### config.mk
export PLATFORM = sky130hd
export DESIGN_NAME = tick_cmp_timer
export DESIGN_NICKNAME = d
export VERILOG_FILES = /design/src/rtl/tick_cmp_timer.sv
export SDC_FILE = /design/constraint.sdc
export NUM_CORES = 1
export LEC_CHECK = 0
export BUFFER_PORTS_ARGS = -buffer_cell sky130_fd_sc_hd__buf_2
export CAP_MARGIN = 25
export CORE_UTILIZATION = 54
export DETAILED_ROUTE_END_ITERATION = 7
export GPL_TIMING_DRIVEN = 0
export HOLD_SLACK_MARGIN = 0.12
export PLACE_DENSITY_LB_ADDON = 0.15
export SLEW_MARGIN = 20
export SYNTH_ARGS = -nofsm -noshare
export SYNTH_HDL_FRONTEND = slang
export SYNTH_SLANG_ARGS = --single-unit
### constraint.sdc
create_clock -name clk -period 4 [get_ports clk]
set_clock_uncertainty 0.2 [all_clocks]
set_input_delay 0.4 -clock clk [delete_from_list [all_inputs] [get_ports clk]]
set_output_delay 0.4 -clock clk [all_outputs]
set_load 0.1 [all_outputs]
### src/rtl/tick_cmp_timer.sv
module tick_cmp_timer #(
  parameter int CNT_W = 63,
  parameter bit HYPER = 1'b0
) (
  input  logic             clk,
  input  logic             rst_n,
  input  logic             wr_en,
  input  logic             wr_sel,
  input  logic [CNT_W:0]   wr_data,
  input  logic             rd_sel,
  output logic [CNT_W:0]   rd_data,
  input  logic [CNT_W-1:0] count_in,
  input  logic [1:0]       thread_st,
  output logic             match_pulse,
  output logic             hint_req
);
  localparam int DW = CNT_W + 1;
  localparam logic [1:0] ST_HALT = 2'd2;

  logic [DW-1:0] cmp_q;
  logic          armed_q;
  logic          hint_pend;
  logic          cmp_wr, pend_wr, hit, fire;

  assign cmp_wr  = wr_en && !wr_sel;
  assign pend_wr = wr_en && wr_sel;
  assign hit     = armed_q && !cmp_q[DW-1] && (count_in == cmp_q[CNT_W-1:0]) && !cmp_wr;
  assign fire    = hit && !(HYPER && thread_st == ST_HALT);

  always_ff @(posedge clk) begin
    if (!rst_n) begin
      cmp_q       <= {1'b1, {CNT_W{1'b0}}};
      armed_q     <= 1'b0;
      match_pulse <= 1'b0;
    end else begin
      match_pulse <= fire;
      if (cmp_wr) begin
        cmp_q   <= wr_data;
        armed_q <= !wr_data[DW-1] && (wr_data[CNT_W-1:0] > count_in);
      end else if (hit) begin
        armed_q <= 1'b0;
      end
    end
  end

  generate
    if (HYPER) begin : g_hv
      always_ff @(posedge clk) begin
        if (!rst_n)       hint_pend <= 1'b0;
        else if (fire)    hint_pend <= 1'b1;
        else if (pend_wr) hint_pend <= wr_data[0];
      end
    end else begin : g_sys
      assign hint_pend = 1'b0;
    end
  endgenerate

  assign hint_req = hint_pend;
  assign rd_data  = rd_sel ? {{CNT_W{1'b0}}, hint_pend} : cmp_q;
endmodule

==> reports/qor.csv, run 1 <==
stage;metric;value;unit
floorplan;Row Count;35;
clock_network;CTS tree;built;
setup_path;flop-to-flop setup slack;1.72;ns
run_status;status;completed;
sta;Slew HR;0.4973;
setup_path;worst-path fanout max;3;
logic_synthesis;Main synth FF type;dfxtp_1;
floorplan;die height;99.39;µm
sta;max frequency;0.3335;GHz
cells_and_area;Fill cells;733;
sta;RSZ-0062 raised after global routing;false;
sta;Tmin final;2.999;ns
clock_network;CTS max path bufs;2;
cells_and_area;nets@finish;1113;
route;drt total wl;17080;µm
place;gpl congestion;0.9792;
route;Remaining DRCs;0;
cells_and_area;fraction of layout cells with a size suffix above 1;0.2334;
grt;largest net degree at the start of global routing;11;
place;DP Worst Slack;1.198;ns
logic_synthesis;EDFF count, synth;0;
pwr;Max VDD drop;0.0001380;V
clock_network;post-cts sizing count;0;
sta;Setup Viol. Count Final;0;
logic_synthesis;Mapped Area;5121;µm²
clock_network;H-tree levels;3;
sta;Final Cycle Share;0.7496;
route;DR iter-0 viols;287;
setup_path;RR Startpoint;cmp_q[42];
place;HPWL after DPL;13280;µm
grt;antenna violations before repair;1;
logic_synthesis;Mapped Cells;666;
setup_path;Worst Setup SP;wr_data[61];
logic_synthesis;YS warnings;0;
worst_hold_path;Hold Path Class;in -> reg;
setup_path;worst stage delay on the critical path;0.54;ns
logic_synthesis;post-synth top area cell;dfxtp_1;
route;drt pass-1 iters;5;
setup_path;CP endpoint kind;flip-flop;
sta;Fin. Hold Viols;0;
place;IO Port Bufs;195;
setup_path;worst reg2reg path depth;6;
logic_synthesis;main area contributors after synthesis;dfxtp_1 26%, ha_1 15%, nand2_1 9.8%;
route;DR WL/cell;16.53;µm
grt;gr usage total;0.3466;
route;ANT nets after route;0;
grt;vias in the first global route;5361;
place;dpl cells;972;
clock_network;total CTS buffers;9;
pwr;Leak;3.341;nW
cells_and_area;post-route core utilization;0.7441;
setup_path;kind of critical path;in -> reg;
pwr;Final Power;1.845;mW
logic_synthesis;Synth Register Bits;66;
floorplan;Boundary Pins;200;
setup_path;CP Cell Sequence;dlygate4sd3_1 > buf_2 > ha_1 > nand4_1 > nor4_1 > nand3_1 > o21ai_0 > a311oi_1 > or3b_1;
job;max-cap violations;0;
logic_synthesis;register area share after synthesis;0.2580;
sta;worst setup margin;1.001;ns
cells_and_area;area grow syn2layout;33.62;%
floorplan;Die Span X;99.39;µm
sta;worst slew pin tran;0.7541;ns
logic_synthesis;syn nets;863;
logic_synthesis;syn_area_per_cell;7.689;µm²
clock_network;CTS Sinks;66;
grt;total gr overflow;0;
setup_path;WP data arrival;3.03;ns
cells_and_area;Non-Filler Instances;1033;
logic_synthesis;FFs w/ async S/R, synth;0;
clock_network;CTS clock-pin slew for the worst setup and hold paths;0.08;ns
sta;setup TNS;0;ns
setup_path;worst reg2reg path endpoint;armed_q;
route;vias per inst;5.472;
floorplan;die area;9877;µm²
setup_path;Worst EP required;4.03;ns
setup_path;Setup crit start kind;input port;
clock_network;worst skew pair latency;0.35;ns
clock_network;Root Driver;clkbuf_8;
floorplan;core area;9196;µm²
sta;final slew viol count;0;
pwr;power density cells;269.7;nW/µm²
grt;first-pass GRT wire length;26360;µm
floorplan;initial core utilization;0.5569;
logic_synthesis;Unique masters post-synth;46;
setup_path;Critical path destination;armed_q;
logic_synthesis;Synth top area share;0.2580;
route;vias;5653;
setup_path;crit path max-delay cell type;dlygate4sd3_1;
==> layer usage <==
metal  wire, µm  up-vias  GRT usage
li1           -     2743          -
met1       7012     2576     0.4147
met2       8098      273     0.6004
met3       1225       61    0.06535
met4        740        0     0.1618
met5          0        -          0
==> kinds of logic after synthesis <==
group / synth area share
and+or+nand+nor: 0.2548
buffers and inverters: 0.07036
adders and majority gates: 0.1539
DFF: 0.2580
AOI/OAI and AO/OA: 0.1852
other: 0.0007323
xor gates and xnor gates: 0.07696
==> Yosys cell counts (3+ instances only) <==
cell type  instances
xor2_1             3
buf_1             10
xnor2_1           42
nand4_1           24
a21o_1            10
ha_1              63
inv_2              3
a21oi_1           21
nor2b_1           62
o2bb2ai_1          5
nor2_1             9
nand2_1          134
nor3_1             4
nand2b_1           5
a221o_1            3
a211oi_1           4
clkbuf_1          18
nor4_1             5
nand3_1           14
o21ai_0            4
a21boi_1          63
o22ai_1            3
inv_1             63
dfxtp_1           66
==> how the worst min path moves through the flow <==
stage	start	end	slack, ns	cells after the start
6_report	wr_data[37]	cmp_q[37]	0.11	3
5_1_grt	wr_data[30]	cmp_q[30]	0.13	3
4_1_cts	wr_data[37]	cmp_q[37]	0.12	3
3_5_place_dp	cmp_q[0]	cmp_q[0]	0.25	2
3_3_place_gp	cmp_q[37]	cmp_q[37]	0.24	2
2_1_floorplan	cmp_q[0]	cmp_q[0]	0.24	2
==> stage by stage <==
stage / instance area (µm²) / hold WS [ns]
2_1_floorplan: 5121 / 0.2351
3_3_place_gp: 6236 / 0.2437
3_5_place_dp: 6236 / 0.2497
4_1_cts: 6820 / 0.1204
5_1_grt: 6840 / 0.1257
6_report: 6843 / 0.1133
==> layout make-up <==
cell class / instances / area (µm²) / area share
Tap cell: 111 / 138.9 / 0.02030
Inverter: 66 / 247.7 / 0.03620
Clock buffer: 13 / 148.9 / 0.02176
Timing Repair Buffer: 239 / 1416 / 0.2070
Buffer: 29 / 112.6 / 0.01646
Clock inverter: 3 / 15.01 / 0.002194
Antenna cell: 1 / 2.502 / 0.0003657
Multi-Input combinational cell: 505 / 3440 / 0.5027
Sequential cell: 66 / 1321 / 0.1931
==> placed cells by master (no fill, tap or decap), drive strengths merged, types with 4 or more instances in the layout <==
cell type / instances
a211oi: 4
a21boi: 65
a21o: 10
a21oi: 21
buf: 206
clkbuf: 31
dfxtp: 66
dlygate4sd3: 44
ha: 63
inv: 66
nand2: 134
nand2b: 5
nand3: 14
nand4: 24
nor2: 9
nor2b: 62
nor3: 4
nor4: 6
o21ai: 5
o2bb2ai: 5
xnor2: 42
==> worst max-delay path, delay by kind of cell <==
family / cells / cell delay, ns
buf+inv: 2 / 0.68
compound gates: 2 / 0.39
simple gates: 4 / 1.27
fa+ha+maj: 1 / 0.31
==> where the power goes <==
group / internal, mW / total, mW / switching [mW]
Combinational: 0.229 / 0.617 / 0.388
Clock: 0.240 / 0.514 / 0.273
Sequential: 0.687 / 0.714 / 0.0273
Total: 1.16 / 1.85 / 0.689
==> registers in the layout, summed over array words and instances, names as in the netlist <==
name,flops
armed_q,1
cmp_q,64
match_pulse,1
==> repair_timing <==
item                                   CTS  global route
setup buffers                            0             0
hold buffers                            42             2
endpoints found under the hold margin   42             2
Power figures use the tool's default switching activity.
==> run 2, diff against run 1 <==
- CORE_UTILIZATION: 54 -> 45
- clock period: 4 -> 2.4 ns (I/O delays scaled with it)
==> run 2 against run 1 <==
  * Utilization fell by 8.6 points
  * Non-clock buffer count rose by 21
  * Worst hold slack improved by 0.036 ns
  * Worst setup slack got worse by 0.93 ns
  * Critical path depth did not move
  * Flip-flop and latch count did not move
  * Final area rose by 5.7%
  * Total power rose by 94%
==> reports/qor.csv, run 2 (same netlist as run 1, synthesis figures left out) <==
stage;metric;value;unit
run_status;status;completed;
sta;worst slew pin tran;0.7054;ns
route;highest metal used;met4;
setup_path;worst reg2reg path endpoint;armed_q;
place;dpl cells;1001;
setup_path;RR Startpoint;cmp_q[4];
setup_path;WP data arrival;2.35;ns
grt;vias in the first global route;5494;
worst_hold_path;HP Start;count_in[0];
cells_and_area;nets@finish;1134;
route;DR iter-0 viols;305;
floorplan;initial core utilization;0.4663;
floorplan;Die Span X;108.7;µm
cells_and_area;design area;7231;µm²
setup_path;crit path max-delay cell type;nor4bb_1;
floorplan;Row Count;38;
cells_and_area;Top Registers;cmp_q x64, armed_q x1, match_pulse x1;
clock_network;CTS clock-pin slew for the worst setup and hold paths;0.06;ns
pwr;Max VDD drop;0.0003971;V
pwr;Leak;3.496;nW
route;met2 WL;8338;µm
sta;worst setup margin;0.06989;ns
cells_and_area;Biggest register;cmp_q;
sta;max frequency;0.4292;GHz
sta;setup TNS;0;ns
pwr;Final Power;3.582;mW
cells_and_area;commonest non-fill, non-tap cells in the layout;195 x buf_2, 134 x nand2_1, 66 x dfxtp_1;
place;gpl congestion;0.9403;
sta;Slew HR;0.5297;
setup_path;worst reg2reg path depth;6;
cells_and_area;area grow syn2layout;41.19;%
setup_path;CP endpoint kind;flip-flop;
clock_network;post-CTS setup buffers;0;
place;dpl cell area;6272;µm²
route;vias;5654;
setup_path;CP Cell Sequence;buf_2 > inv_1 > ha_1 > nand4_1 > nor4bb_1 > nand3_1 > o21ai_1 > a31oi_1 > or3b_1;
sta;Tmin final;2.330;ns
place;IO Port Bufs;195;
job;max-cap violations;0;
clock_network;CTS tree;built;
setup_path;Setup crit start kind;input port;
grt;first-pass GRT wire length;27210;µm
worst_hold_path;WHS Endpoint;match_pulse;
route;drt pass-1 iters;5;
setup_path;kind of critical path;in -> reg;
sta;RSZ-0062 raised after global routing;false;
pwr;power density cells;495.4;nW/µm²
worst_hold_path;Hold Path Class;in -> reg;
route;DR WL/cell;16.57;µm
route;vias per inst;5.230;
place;DP Worst Slack;-0.2231;ns
cells_and_area;commonest non-fill, non-tap cell in the layout;buf_2;
cells_and_area;Non-Filler Instances;1081;
setup_path;flop-to-flop setup slack;0.24;ns
grt;gr usage total;0.3099;
clock_network;total CTS buffers;9;
route;Detail Route met3 WL;1373;µm
grt;antenna violations before repair;0;
setup_path;Worst Setup SP;count_in[29];
floorplan;die height;108.7;µm
floorplan;die area;11810;µm²
setup_path;WP buf/inv;2;
clock_network;worst skew pair latency;0.34;ns
setup_path;Crit path max-delay family;simple AND/OR/NAND/NOR gates;
floorplan;Boundary Pins;200;
sta;final slew viol count;0;
clock_network;CTS Sinks;66;
route;Remaining DRCs;0;
route;drt total wl;17910;µm
setup_path;worst stage delay on the critical path;0.56;ns
grt;largest net degree at the start of global routing;11;
clock_network;Root Driver;clkbuf_16;
sta;Fin. Hold Viols;0;
clock_network;H-tree levels;3;
cells_and_area;Ant. Diodes;0;
clock_network;CTS max path bufs;2;
worst_hold_path;hold path cells;4;
grt;total gr overflow;0;
cells_and_area;max reg flops;64;
sta;Setup Viol. Count Final;0;
floorplan;core area;10980;µm²
route;ANT nets after route;0;
setup_path;worst-path fanout max;3;
route;M1 WL;7563;µm
sta;Final Cycle Share;0.9709;
place;HPWL after DPL;13780;µm
cells_and_area;fraction of layout cells with a size suffix above 1;0.2317;
setup_path;Worst EP required;2.42;ns
[run 2: power by group]
group | internal (mW) | switching, mW | leakage, nW | total (mW)
Combinational | 0.404 | 0.657 | 2.81 | 1.06
Clock | 0.824 | 0.505 | 0.142 | 1.33
Sequential | 1.15 | 0.0459 | 0.540 | 1.19
Total | 2.38 | 1.21 | 3.50 | 3.58
[run 2: per-layer routing]
metal	vias to the layer above	GRT usage
met2	247	0.5158
li1	2790	-
met1	2570	0.3826
met4	0	0.1448
met3	47	0.06336
met5	-	0
[run 2: how the worst max path moves through the flow]
stage,slack [ns],cells after the start,to
floorplan,-0.02,3,rd_data[10]
global placement,-0.21,9,armed_q
detailed placement,-0.22,9,armed_q
CTS,0.02,9,armed_q
global route,0.01,9,armed_q
finish,0.07,9,armed_q
[run 2: repair_timing]
item	in CTS	in global routing
resized for setup	0	4
endpoints found under the setup margin	0	1
hold endpoints to repair	65	0
hold buffers	65	0
[run 2: metrics by stage]
stage | hold slack [ns] | util
finish | 0.1496 | 0.6584
global route | 0.1695 | 0.6584
CTS | 0.1375 | 0.6564
detailed placement | 0.2529 | 0.5711
global placement | 0.2444 | 0.5711
floorplan | 0.1642 | -
[run 2: final cells by class]
| class | instances | area [µm²] |
|---|---|---|
| Multi-Input combinational cell | 505 | 3461 |
| Timing Repair Buffer | 260 | 1627 |
| Sequential cell | 66 | 1321 |
| Tap cell | 140 | 175.2 |
| Inverter | 66 | 247.7 |
| Clock inverter | 3 | 40.04 |
| Clock buffer | 12 | 246.5 |
| Fill cell | 948 | 3752 |
| Buffer | 29 | 112.6 |
[run 2: worst reg2reg max path: stages, from the launching register on]
cell	delay [ns]
dfxtp_1	0.33
xnor2_1	0.36
nand4_1	0.15
nor4_1	0.31
nand4_1	0.16
o2111ai_1	0.19
or3b_1	0.35
